**config.mk**
```make
export PLATFORM = sky130hd
export DESIGN_NAME = ds1_sf_tx
export DESIGN_NICKNAME = d
export VERILOG_FILES = /design/src/rtl/ds1_sf_pkg.sv /design/src/rtl/ds1_sf_pos.sv /design/src/rtl/ds1_sf_slot.sv /design/src/rtl/ds1_sf_tx.sv
export SDC_FILE = /design/constraint.sdc
export NUM_CORES = 1
export LEC_CHECK = 0
export BUFFER_PORTS_ARGS = -buffer_cell sky130_fd_sc_hd__buf_2
export CAP_MARGIN = 10
export CORE_ASPECT_RATIO = 1.75
export CORE_UTILIZATION = 59
export CTS_BUF_LIST = sky130_fd_sc_hd__clkbuf_4
export DETAILED_ROUTE_END_ITERATION = 8
export GPL_TIMING_DRIVEN = 0
export PLACE_DENSITY_LB_ADDON = 0.3
export SKIP_CTS_REPAIR_TIMING = 1
export SLEW_MARGIN = 40
export SYNTH_ARGS = -nofsm -noshare
export SYNTH_HDL_FRONTEND = slang
export SYNTH_SLANG_ARGS = --single-unit
export TNS_END_PERCENT = 5
```
**constraint.sdc**
```tcl
create_clock -name clk -period 5.1 [get_ports clk]
set_input_delay 1.02 -clock clk [delete_from_list [all_inputs] [get_ports clk]]
set_output_delay 1.02 -clock clk [all_outputs]
set_load 0.01 [all_outputs]
```
**src/rtl/ds1_sf_pkg.sv**
```systemverilog
package ds1_sf_pkg;

    // Superframe geometry fixed by the line format
    localparam int FRAMES      = 12;
    localparam int FRM_W       = $clog2(FRAMES + 1);
    localparam int SIG_A_FRAME = 6;
    localparam int SIG_B_FRAME = 12;

    // Bit j is the framing value for the j-th odd (terminal) or even (signaling) frame
    localparam logic [5:0] TERM_PAT = 6'b010101;
    localparam logic [5:0] SIGF_PAT = 6'b011100;

    function automatic logic frame_bit(input logic [FRM_W-1:0] frm);
        logic [FRM_W-1:0] k;
        k = (frm - FRM_W'(1)) >> 1;
        return frm[0] ? TERM_PAT[k[2:0]] : SIGF_PAT[k[2:0]];
    endfunction

    function automatic logic is_sig_frame(input logic [FRM_W-1:0] frm);
        return (frm == FRM_W'(SIG_A_FRAME)) || (frm == FRM_W'(SIG_B_FRAME));
    endfunction

endpackage

```
**src/rtl/ds1_sf_pos.sv**
```systemverilog
module ds1_sf_pos
    import ds1_sf_pkg::*;
#(
    parameter int SLOTS     = 24,
    parameter int SLOT_BITS = 8
) (
    input  logic                          clk,
    input  logic                          rst_n,
    input  logic                          bit_en,
    output logic                          in_f,
    output logic [$clog2(SLOTS)-1:0]      slot,
    output logic [$clog2(SLOT_BITS)-1:0]  bidx,
    output logic [FRM_W-1:0]              frame
);
    localparam int SLOT_W = $clog2(SLOTS);
    localparam int BIT_W  = $clog2(SLOT_BITS);

    typedef struct packed {
        logic              in_f;
        logic [SLOT_W-1:0] slot;
        logic [BIT_W-1:0]  bidx;
        logic [FRM_W-1:0]  frame;
    } pos_t;

    pos_t pos_d, pos_q;
    logic last_bit, last_slot, frame_end;

    always_comb begin
        pos_d     = pos_q;
        last_bit  = (pos_q.bidx == BIT_W'(SLOT_BITS - 1));
        last_slot = (pos_q.slot == SLOT_W'(SLOTS - 1));
        frame_end = !pos_q.in_f && last_bit && last_slot;
        if (bit_en) begin
            if (pos_q.in_f) begin
                pos_d.in_f = 1'b0;
                pos_d.slot = '0;
                pos_d.bidx = '0;
            end else if (last_bit) begin
                pos_d.bidx = '0;
                if (last_slot) begin
                    pos_d.in_f  = 1'b1;
                    pos_d.slot  = '0;
                    pos_d.frame = (pos_q.frame == FRM_W'(FRAMES)) ? FRM_W'(1)
                                                                 : pos_q.frame + FRM_W'(1);
                end else begin
                    pos_d.slot = pos_q.slot + SLOT_W'(1);
                end
            end else begin
                pos_d.bidx = pos_q.bidx + BIT_W'(1);
            end
        end
    end

    always_ff @(posedge clk) begin
        if (!rst_n) begin
            pos_q.in_f  <= 1'b1;
            pos_q.slot  <= '0;
            pos_q.bidx  <= '0;
            pos_q.frame <= FRM_W'(1);
        end else begin
            pos_q <= pos_d;
        end
    end

    assign in_f  = pos_q.in_f;
    assign slot  = pos_q.slot;
    assign bidx  = pos_q.bidx;
    assign frame = pos_q.frame;

    p_frame_range_r9: assert property (@(posedge clk) disable iff (!rst_n)
        (pos_q.frame >= FRM_W'(1)) && (pos_q.frame <= FRM_W'(FRAMES)));

    p_frame_only_at_end_r9: assert property (@(posedge clk) disable iff (!rst_n)
        !(bit_en && frame_end) |=> $stable(pos_q.frame));

    p_idle_hold_r10: assert property (@(posedge clk) disable iff (!rst_n)
        !bit_en |=> $stable(pos_q));

    p_slot_range_r2: assert property (@(posedge clk) disable iff (!rst_n)
        pos_q.slot <= SLOT_W'(SLOTS - 1));

endmodule

```
**src/rtl/ds1_sf_slot.sv**
```systemverilog
module ds1_sf_slot
    import ds1_sf_pkg::*;
#(
    parameter int SLOTS     = 24,
    parameter int SLOT_BITS = 8
) (
    input  logic                          clk,
    input  logic                          rst_n,
    input  logic                          bit_en,
    input  logic                          in_f,
    input  logic [$clog2(SLOTS)-1:0]      slot,
    input  logic [$clog2(SLOT_BITS)-1:0]  bidx,
    input  logic [FRM_W-1:0]              frame,
    input  logic [SLOT_BITS-1:0]          byte_data,
    input  logic [SLOTS-1:0]              sig_a,
    input  logic [SLOTS-1:0]              sig_b,
    output logic                          byte_req,
    output logic [$clog2(SLOTS)-1:0]      byte_slot,
    output logic                          data_bit,
    output logic                          sig_frame
);
    localparam int SLOT_W = $clog2(SLOTS);
    localparam int BIT_W  = $clog2(SLOT_BITS);

    typedef struct packed {
        logic [SLOT_BITS-1:0] oct;
        logic [SLOTS-1:0]     sig;
    } slot_t;

    slot_t st_d, st_q;
    logic  last_bit;
    logic  [BIT_W-1:0] sel;

    always_comb begin
        st_d      = st_q;
        last_bit  = (bidx == BIT_W'(SLOT_BITS - 1));
        sel       = BIT_W'(SLOT_BITS - 1) - bidx;
        sig_frame = is_sig_frame(frame);
        byte_req  = bit_en && (in_f || (last_bit && (slot != SLOT_W'(SLOTS - 1))));
        byte_slot = in_f ? '0 : slot + SLOT_W'(1);
        if (byte_req) begin
            st_d.oct = byte_data;
        end
        if (bit_en && in_f) begin
            if (frame == FRM_W'(SIG_A_FRAME)) begin
                st_d.sig = sig_a;
            end else if (frame == FRM_W'(SIG_B_FRAME)) begin
                st_d.sig = sig_b;
            end
        end
        if (sig_frame && last_bit) begin
            data_bit = st_q.sig[slot];
        end else begin
            data_bit = st_q.oct[sel];
        end
    end

    always_ff @(posedge clk) begin
        if (!rst_n) begin
            st_q <= '0;
        end else begin
            st_q <= st_d;
        end
    end

    p_req_needs_strobe_r3: assert property (@(posedge clk) disable iff (!rst_n)
        byte_req |-> bit_en);

    p_sig_held_r7: assert property (@(posedge clk) disable iff (!rst_n)
        !(bit_en && in_f) |=> $stable(st_q.sig));

endmodule

```
**src/rtl/ds1_sf_tx.sv**
```systemverilog
module ds1_sf_tx
    import ds1_sf_pkg::*;
#(
    parameter int SLOTS     = 24,
    parameter int SLOT_BITS = 8
) (
    input  logic                          clk,
    input  logic                          rst_n,
    input  logic                          bit_en,
    input  logic [SLOT_BITS-1:0]          byte_data,
    output logic                          byte_req,
    output logic [$clog2(SLOTS)-1:0]      byte_slot,
    input  logic [SLOTS-1:0]              sig_a,
    input  logic [SLOTS-1:0]              sig_b,
    output logic                          ser_bit,
    output logic                          bit_vld,
    output logic                          frame_start,
    output logic                          sf_start,
    output logic [FRM_W-1:0]              frame_num,
    output logic                          sig_frame
);
    localparam int SLOT_W = $clog2(SLOTS);
    localparam int BIT_W  = $clog2(SLOT_BITS);

    typedef struct packed {
        logic             ser;
        logic             vld;
        logic             fstart;
        logic             sfstart;
        logic [FRM_W-1:0] fnum;
        logic             sigf;
    } out_t;

    logic              in_f;
    logic [SLOT_W-1:0] slot;
    logic [BIT_W-1:0]  bidx;
    logic [FRM_W-1:0]  frame;
    logic              data_bit;
    logic              cur_sigf;
    out_t              out_d, out_q;

    ds1_sf_pos #(.SLOTS(SLOTS), .SLOT_BITS(SLOT_BITS)) pos_i (
        .clk    (clk),
        .rst_n  (rst_n),
        .bit_en (bit_en),
        .in_f   (in_f),
        .slot   (slot),
        .bidx   (bidx),
        .frame  (frame)
    );

    ds1_sf_slot #(.SLOTS(SLOTS), .SLOT_BITS(SLOT_BITS)) slot_i (
        .clk       (clk),
        .rst_n     (rst_n),
        .bit_en    (bit_en),
        .in_f      (in_f),
        .slot      (slot),
        .bidx      (bidx),
        .frame     (frame),
        .byte_data (byte_data),
        .sig_a     (sig_a),
        .sig_b     (sig_b),
        .byte_req  (byte_req),
        .byte_slot (byte_slot),
        .data_bit  (data_bit),
        .sig_frame (cur_sigf)
    );

    always_comb begin
        out_d         = out_q;
        out_d.vld     = bit_en;
        out_d.fstart  = 1'b0;
        out_d.sfstart = 1'b0;
        if (bit_en) begin
            out_d.ser     = in_f ? frame_bit(frame) : data_bit;
            out_d.fstart  = in_f;
            out_d.sfstart = in_f && (frame == FRM_W'(1));
            out_d.fnum    = frame;
            out_d.sigf    = cur_sigf;
        end
    end

    always_ff @(posedge clk) begin
        if (!rst_n) begin
            out_q <= '0;
        end else begin
            out_q <= out_d;
        end
    end

    assign ser_bit     = out_q.ser;
    assign bit_vld     = out_q.vld;
    assign frame_start = out_q.fstart;
    assign sf_start    = out_q.sfstart;
    assign frame_num   = out_q.fnum;
    assign sig_frame   = out_q.sigf;

    p_vld_follows_r2: assert property (@(posedge clk) disable iff (!rst_n)
        bit_en |=> bit_vld);

    p_vld_idle_r10: assert property (@(posedge clk) disable iff (!rst_n)
        !bit_en |=> !bit_vld && !frame_start && !sf_start);

    p_sf_in_frame1_r8: assert property (@(posedge clk) disable iff (!rst_n)
        sf_start |-> frame_start && (frame_num == FRM_W'(1)));

    p_start_with_vld_r8: assert property (@(posedge clk) disable iff (!rst_n)
        frame_start |-> bit_vld);

endmodule

```
==> metrics <==
die width=54.0 um; PortBufs=73; Hold Path Class=reg -> reg; Worst slew margin=~59%; Fin. Hold Viols=0; clk slew on worst S/H paths=0.15 ns; height of the die=93.0 um; vias in the first global route=between 2k and 2.5k; maxcap violations=0; Mapped Area=~2800 um2; Initial Util=between 60% and 70%; critical-path cell list=ha_1, ha_1, a21oi_2, nor2_2, buf_2; initial antenna violation count=0; Async SR Flop Fraction=0%; Area Growth Syn to Fin=18.3%; first-pass GRT wire length=roughly 11000 um; Vias/cell=5.81; DRT Wirelength=roughly 6600 um; CTS tree=yes; Detailed Place HPWL=about 5000 um; fmax=318 MHz; H-tree levels=2; final slew viol count=0; Clk Latency, worst-skew pair=0.38 ns; Pleak=~1.5 nW; Nets=~440; layout cells sized above 1=28.0%; status=completed; routability cong.=0.979; Tot GR Track Use=approximately 29%; Core Footprint=~4500 um2; Boundary Pins=74; top_reg_cell synth=dfxtp_1; Data arrival, critical path=between 2 and 2.5 ns; syn nets=~360; Die ar.=5020 um2; syn avg cell area=slightly above 9 um2; synthesized flop and latch total=between 50 and 60; 1st-pass router iterations=4; cell area power density=226 nW/um2; Worst setup SP type=flop; row count=32; largest net degree at the start of global routing=16; DRC=0; Area contributors post-synth=dfxtp_1 (39%), mux2i_1 (13%), a211oi_1 (6.5%); most frequent cell after synthesis=dfxtp_1; Setup-failing EPs final=0; synth warn=0; CTS Buf Count=5; clock buffer depth=2; Yosys cell types=48; RSZ-0062 raised after global routing=no; CTS sink count=54; dpl ws=between 1.5 and 2 ns; Buf+Inv Stages, Crit Path=1; CP max stage delay=around 0.50 ns; Min Hold Slack=between 0.4 and 0.5 ns; sequential area share after synthesis=38.8%; Worst Path Required=4.08 ns; TNS Setup=0 ns; CP top delay family=adder cells; WL/cell=between 15 and 20 um; total grt overflow=0; vias=between 2k and 2.5k; number of flops mapped to enable cells by yosys=0; kind of critical path=reg -> out; Post-DRT Antenna Nets=0; Initial DRC Count=79; VDD IR max=roughly 0.26 mV; Tcrit/Tclk final=between 60% and 70%; Root Driver=clkbuf_4; Synth top cells by count=dfxtp_1 (54), nor2_1 (39), mux2i_1 (36); # diodes=0; Clock Skew=0.00600 ns; Worst Tran Pin Value=about 0.62 ns; clock period minus worst slack=~3.1 ns; cell mode on critical path=ha_1; crit-path max FO=9; Worst setup EP type=primary output; Mapped Cells=298; slack of the critical path=about 2.0 ns; CP max-delay cell=dfxtp_1; area leader, netlist=dfxtp_1; area share of the largest cell type after synthesis=between 30 and 40%
metrics by stage:
step	power, mW	std cells	instance area (um2)	utilization [%]
4_1_cts	0.750	430	3300	73.6
2_1_floorplan	0.475	298	2790	-
3_5_place_dp	0.510	422	3220	71.8
6_report	0.747	430	3300	73.6
3_3_place_gp	0.507	422	3220	71.8
5_1_grt	0.779	430	3300	73.6
routing by layer:
layer	part of all wire (%)	global-route usage, %
met1	38	29.9
met2	55	52.8
met3	3.7	3.94
met4	3.3	13.5
met5	0	0
power by group:
group / switching, mW / internal (mW) / total [mW]
clock: 0.132 / 0.115 / 0.247
combinational: 0.0345 / 0.0324 / 0.0669
sequential: 0.00446 / 0.429 / 0.434
total: 0.171 / 0.577 / 0.747
sequential cells by signal (all words and copies together) (netlist names):
signal and cells:
slot_i.st_q 32, sig_frame 1, pos_i.in_f 1, pos_i.bidx 3, frame_num 4, ser_bit 1, pos_i.slot 5, frame_start 1
bit_vld 1, pos_i.frame 4, sf_start 1
cell families after synthesis:
| kind of cell | Yosys count | synth area share (%) |
|---|---|---|
| muxes | 42 | 17.1 |
| buffers and inverters | 31 | 6.15 |
| and+or+nand+nor | 85 | 15.3 |
| xor gates and xnor gates | 4 | 1.26 |
| adders and majority gates | 7 | 3.14 |
| AOI/OAI and AO/OA | 75 | 18.3 |
| DFF | 54 | 38.8 |
tightest hold or removal path, stage by stage (launching register included):
cell and delay [ns]:
dfxtp_1 0.34, nand2_1 0.06, a21oi_1 0.06
placed cells by master (no fill, tap or decap), types with 3 or more instances in the layout:
cell type / Yosys / routed
a211oi_1: 24 / 24
a21oi_1: 18 / 18
a22o_1: 4 / 4
a311oi_1: 3 / 3
and3_1: 4 / 4
buf_2: 6 / 79
buf_4: 4 / 4
buf_6: 3 / 3
clkbuf_1: 8 / 8
clkbuf_4: 0 / 7
dfxtp_1: 54 / 54
ha_1: 7 / 7
inv_1: 8 / 8
mux2i_1: 36 / 36
mux4_2: 3 / 3
nand2_1: 11 / 11
nand3_1: 11 / 11
nand3b_1: 3 / 3
nor2_1: 39 / 39
nor2b_1: 3 / 3
o21ai_0: 11 / 11
cell type report:
class | count | area [um2]
multi-input cells | 213 | 1540
clock inverters | 1 | 30.0
fillers | 362 | 1180
well taps | 51 | 63.8
flip-flops and latches | 54 | 1080
inverters | 9 | 33.8
clock buffers | 7 | 52.6
plain buffers | 22 | 138
repair buffers | 73 | 365
path summary, 6_finish.rpt:
path,start,endpoint,slack [ns],cells after the start
setup / recovery,pos_i.bidx[1]$_SDFFE_PN0P_,byte_req,1.96,5
hold reg to reg,sig_frame$_SDFFE_PN0P_,sig_frame$_SDFFE_PN0P_,0.48,2
setup reg to reg,pos_i.frame[0]$_SDFFE_PN1P_,slot_i.st_q[7]$_SDFFE_PN0P_,2.85,8
hold / removal,sig_frame$_SDFFE_PN0P_,sig_frame$_SDFFE_PN0P_,0.48,2
(Power assumes the default switching activity.)
